`config.mk`:
```
export PLATFORM = sky130hd
export DESIGN_NAME = i2c_rx_dbuf
export DESIGN_NICKNAME = d
export VERILOG_FILES = /design/src/rtl/i2c_rx_dbuf_pkg.sv /design/src/rtl/rx_shift_stage.sv /design/src/rtl/rx_hold_stage.sv /design/src/rtl/stop_irq_gate.sv /design/src/rtl/i2c_rx_dbuf.sv
export SDC_FILE = /design/constraint.sdc
export NUM_CORES = 1
export LEC_CHECK = 0
export ABC_AREA = 1
export ABC_CLOCK_PERIOD_IN_PS = 2000
export BUFFER_PORTS_ARGS = -buffer_cell sky130_fd_sc_hd__clkbuf_2
export CAP_MARGIN = 0
export CORE_MARGIN = 5
export CORE_UTILIZATION = 53
export DETAILED_ROUTE_END_ITERATION = 10
export GPL_ROUTABILITY_DRIVEN = 0
export PLACE_DENSITY = 0.82
export SETUP_SLACK_MARGIN = 0.1
export SLEW_MARGIN = 0
export SYNTH_ARGS = -nofsm -noshare
export SYNTH_HDL_FRONTEND = slang
export SYNTH_SLANG_ARGS = --single-unit
```
`constraint.sdc`:
```
create_clock -name clk -period 2 [get_ports clk]
set_input_delay 0.4 -clock clk [delete_from_list [all_inputs] [get_ports clk]]
set_output_delay 0.4 -clock clk [all_outputs]
set_load 0.05 [all_outputs]
```
`src/rtl/i2c_rx_dbuf_pkg.sv`:
```
package i2c_rx_dbuf_pkg;
   localparam int unsigned DEF_DATA_W = 8;

   // Variant of the stop interrupt output
   typedef enum logic {
      IRQ_LEVEL = 1'b0,
      IRQ_PULSE = 1'b1
   } irq_kind_e;
endpackage

```
`src/rtl/rx_shift_stage.sv`:
```
module rx_shift_stage #(
   parameter int unsigned DATA_W = 8
) (
   input  logic              clk,
   input  logic              rst_n,
   input  logic              enable,
   input  logic              byte_done,
   input  logic [DATA_W-1:0] byte_in,
   input  logic              take,
   output logic              src_valid,
   output logic [DATA_W-1:0] src_data
);
   logic [DATA_W-1:0] shift_q;
   logic              pend_q;

   // A fresh byte always wins over an older waiting one
   assign src_valid = enable && (byte_done || pend_q);
   assign src_data  = byte_done ? byte_in : shift_q;

   always_ff @(posedge clk or negedge rst_n) begin
      if (!rst_n) begin
         shift_q <= '0;
         pend_q  <= 1'b0;
      end else begin
         if (enable && byte_done)
            shift_q <= byte_in;
         if (!enable)
            pend_q <= 1'b0;
         else
            pend_q <= src_valid && !take;
      end
   end
endmodule

```
`src/rtl/rx_hold_stage.sv`:
```
module rx_hold_stage #(
   parameter int unsigned DATA_W = 8
) (
   input  logic              clk,
   input  logic              rst_n,
   input  logic              enable,
   input  logic              tx_mode,
   input  logic              host_rd,
   input  logic              src_valid,
   input  logic [DATA_W-1:0] src_data,
   output logic              take,
   output logic [DATA_W-1:0] hold_q,
   output logic              rdy_q
);
   logic rdy_after_rd;

   // The read is served first, so a byte may refill on the same edge
   assign rdy_after_rd = rdy_q && !host_rd;
   assign take         = enable && !tx_mode && src_valid && !rdy_after_rd;

   always_ff @(posedge clk or negedge rst_n) begin
      if (!rst_n) begin
         hold_q <= '0;
         rdy_q  <= 1'b0;
      end else begin
         if (take)
            hold_q <= src_data;
         if (!enable)
            rdy_q <= 1'b0;
         else
            rdy_q <= take ? 1'b1 : rdy_after_rd;
      end
   end
endmodule

```
`src/rtl/stop_irq_gate.sv`:
```
module stop_irq_gate
   import i2c_rx_dbuf_pkg::*;
#(
   parameter irq_kind_e IRQ_KIND = IRQ_LEVEL
) (
   input  logic clk,
   input  logic rst_n,
   input  logic slave_mode,
   input  logic stop_det,
   input  logic stop_clr,
   input  logic mask_we,
   input  logic mask_wd,
   output logic mask_q,
   output logic stop_flag,
   output logic irq
);
   logic set_flag;

   assign set_flag = stop_det && slave_mode && !mask_q;

   always_ff @(posedge clk or negedge rst_n) begin
      if (!rst_n) begin
         mask_q    <= 1'b0;
         stop_flag <= 1'b0;
      end else begin
         if (mask_we)
            mask_q <= mask_wd;
         if (set_flag)
            stop_flag <= 1'b1;
         else if (stop_clr)
            stop_flag <= 1'b0;
      end
   end

   generate
      if (IRQ_KIND == IRQ_LEVEL) begin : g_level
         assign irq = stop_flag;
      end else begin : g_pulse
         logic flag_d;
         always_ff @(posedge clk or negedge rst_n) begin
            if (!rst_n) flag_d <= 1'b0;
            else        flag_d <= stop_flag;
         end
         assign irq = stop_flag && !flag_d;
      end
   endgenerate
endmodule

```
`src/rtl/i2c_rx_dbuf.sv`:
```
module i2c_rx_dbuf
   import i2c_rx_dbuf_pkg::*;
#(
   parameter int unsigned DATA_W   = DEF_DATA_W,
   parameter irq_kind_e   IRQ_KIND = IRQ_LEVEL
) (
   input  logic              clk,
   input  logic              rst_n,
   input  logic              enable,
   input  logic              tx_mode,
   input  logic              slave_mode,
   input  logic              byte_done,
   input  logic [DATA_W-1:0] byte_in,
   input  logic              host_rd,
   input  logic              stop_det,
   input  logic              stop_clr,
   input  logic              mask_we,
   input  logic              mask_wd,
   output logic [DATA_W-1:0] hold_data,
   output logic              data_ready,
   output logic              stop_irq
);
   generate
      if (DATA_W < 1) begin : g_bad_width
         $error("DATA_W must be at least 1");
      end
   endgenerate

   logic              src_valid;
   logic [DATA_W-1:0] src_data;
   logic              take;
   logic              mask_q;
   logic              stop_flag;

   rx_shift_stage #(.DATA_W(DATA_W)) u_shift (
      .clk       (clk),
      .rst_n     (rst_n),
      .enable    (enable),
      .byte_done (byte_done),
      .byte_in   (byte_in),
      .take      (take),
      .src_valid (src_valid),
      .src_data  (src_data)
   );

   rx_hold_stage #(.DATA_W(DATA_W)) u_hold (
      .clk       (clk),
      .rst_n     (rst_n),
      .enable    (enable),
      .tx_mode   (tx_mode),
      .host_rd   (host_rd),
      .src_valid (src_valid),
      .src_data  (src_data),
      .take      (take),
      .hold_q    (hold_data),
      .rdy_q     (data_ready)
   );

   stop_irq_gate #(.IRQ_KIND(IRQ_KIND)) u_stop (
      .clk        (clk),
      .rst_n      (rst_n),
      .slave_mode (slave_mode),
      .stop_det   (stop_det),
      .stop_clr   (stop_clr),
      .mask_we    (mask_we),
      .mask_wd    (mask_wd),
      .mask_q     (mask_q),
      .stop_flag  (stop_flag),
      .irq        (stop_irq)
   );
endmodule

```
==> results.txt <==
Status - finished, final reports clean
Ys Warns - 0
Starting Density - 0.561
Post-synth EDFFs - 0
Synth cell count leaders - nand2_1 (61), dfrtp_1 (20), nand3_1 (9)
Overflow after GRT - 0
Critical path class - reg2out
Gr usage total - 0.175
Most common cell in the netlist - nand2_1
Nets - 163
Final Setup Violations - 0
Slew @ Worst Pin - 460 ps
Top cell type's share of synthesized area - 0.517
Vias in the first global route - 816
Delay-heaviest family, CP - flip-flops
WP data required - 1600 ps
Clk buf depth - 2
Storage element area - 500 sq um
Via Count - 832
CP bufs+invs - 1
Die ar. - 2780 sq um
Clk_lat worst skew - 290 ps
Core Util, Final - 0.653
Delay of the slowest critical-path stage - 370 ps
Worst-path clk slew - 100 ps
Clock Skew - 1.06 ps
Largest net degree at the start of global routing - 21
DR DRC count - 0
Max-cap violations - 0
Rel. slew slack - 0.693
Seq/Total Area, Yosys - 0.517
VDD IR-drop max - 0.654 mV
Crit-path cells - clkbuf_2
Worst Path Max Fanout - 2
Post-Route Setup TNS - 0 ps
Max frequency - 737 MHz
Netlist cell types - 14
Total CTS buffers - 3
Routed wire per std cell - 11.8 um
Setup Buffers After CTS - 0
Ys async rst share - 1.00
Mapped Cells - 117
Height of the die - 52.7 um
Die width - 52.7 um
Synth area leader - dfrtp_1
Final min period - 1360 ps
Area contributors post-synth - dfrtp_1 (52%), nand2_1 (24%), nand4_1 (5.2%)
# rows - 15
Vias per inst - 4.95
Multi-input gate area in the final layout - 397 sq um
DRT iter0 DRCs - 20
Initial antenna violation count - 0
WL final - 1.99 mm
CTS tree - built
DPL Wire Length - 1.47 mm
Power Dens Cells - 925 nW/um^2
Final ANT Viol Nets - 0
Synth Flop Type - dfrtp_1
RSZ-0062 raised after global routing - no
Port bufs - 28
Post-CTS sizing - 0
Core Area - 1730 sq um
Post-CTS Hold Buffers - 0
Crit start category - register
Crit end category - output pin
Area growth, synth to finish - 16.4%
Inserted Diodes - 0
Synth Net Count - 136
TritonRoute pass-1 iters - 4
Slowest CP cell - dfrtp_1
Max Slew Vio Count - 0
Hold Path Class - in2async
Sink Count - 20
Register bit total from synthesis - 20
H-tree levels - 1
CTS root buf - clkbuf_4
First-pass GRT wire length - 3.57 mm
Fill cells - 152
# placed instances - 164
Hold Violations, Final - 0
Ports - 29
Arrival @ worst endpoint - 960 ps
Syn Area/Cell - 8.28 sq um
Final cell count without fillers - 168
Post-Synthesis Cell Area - 968 sq um
Final worst-path cycle share - 0.678
Fraction of layout instances using a drive strength above 1 - 0.266
Pleak - 0.000671 uW
cell families (layout without fill, tap and decap cells):
logic type / Yosys count / in the layout / share of synthesized area
simple gates: 82 / 82 / 0.388
flops: 20 / 20 / 0.517
buf+inv: 12 / 38 / 0.0736
compound gates: 3 / 3 / 0.0220
path summary, 6_finish.rpt:
check	start	to	slack, ps	depth (start not counted)
setup / recovery	u_hold.hold_q[6]	hold_data[6]	640	1
max in group asynchronous	rst_n	u_shift.shift_q[7]	1650	1
min in group clk	stop_clr	u_stop.irq	280	2
setup reg to reg	u_hold.rdy_q	u_hold.hold_q[4]	880	4
hold / removal	rst_n	u_shift.shift_q[3]	30	1
hold reg to reg	u_shift.shift_q[5]	u_shift.shift_q[5]	490	2
where the power goes:
part	switching, uW	internal [uW]	leakage (uW)
registers	33.6	465	0.000252
logic	243	78.1	0.000397
clock network	112	111	0.0000210
total	389	654	0.000671
cell type report:
type                            instances  share of cell area
Sequential cell                        20               0.444
Multi-Input combinational cell         85               0.352
Tap cell                               25              0.0277
Timing Repair Buffer                   28               0.124
Clock buffer                            4              0.0322
Inverter                                6              0.0200
state kept, by name, summed over array words and instances, names as in the netlist:
| register | cells |
|---|---|
| u_shift.shift_q | 8 |
| u_stop.irq | 1 |
| u_hold.hold_q | 8 |
| u_hold.rdy_q | 1 |
| u_stop.mask_q | 1 |
| u_shift.pend_q | 1 |
per-stage QoR:
stage | setup WS (ps) | hold WS [ps] | instance area, sq um | power, uW
after floorplan | 771 | 104 | 968 | 742
after global placement | 655 | 376 | 1090 | 819
after detailed placement | 606 | 376 | 1090 | 825
after CTS | 632 | 51.5 | 1130 | 1050
after global routing | 606 | 80.0 | 1130 | 1110
final | 644 | 34.8 | 1130 | 1040
routing by layer:
metal	routed length, um	track usage	up-vias
met3	117	0.0313	6
met5	0	0	-
met1	873	0.244	367
met4	40	0.0638	0
li1	-	-	424
met2	956	0.269	35
worst register-to-register path, stage by stage, from the launching register on:
cell     delay, ps
dfrtp_1        390
nand2_1        320
nand3_4        160
nand2_1        100
nand2_1         50
placed cells by master (no fill, tap or decap):
| cell | synthesis | layout |
|---|---|---|
| nand3_1 | 9 | 9 |
| clkbuf_8 | 0 | 1 |
| inv_2 | 1 | 1 |
| a21boi_2 | 1 | 1 |
| inv_1 | 5 | 5 |
| nand2_1 | 61 | 61 |
| nand3_4 | 1 | 1 |
| clkbuf_2 | 0 | 28 |
| o21ai_0 | 2 | 2 |
| nand2_4 | 3 | 3 |
| dfrtp_1 | 20 | 20 |
| nand4_1 | 8 | 8 |
| clkbuf_4 | 0 | 3 |
(Power assumes the default switching activity.)
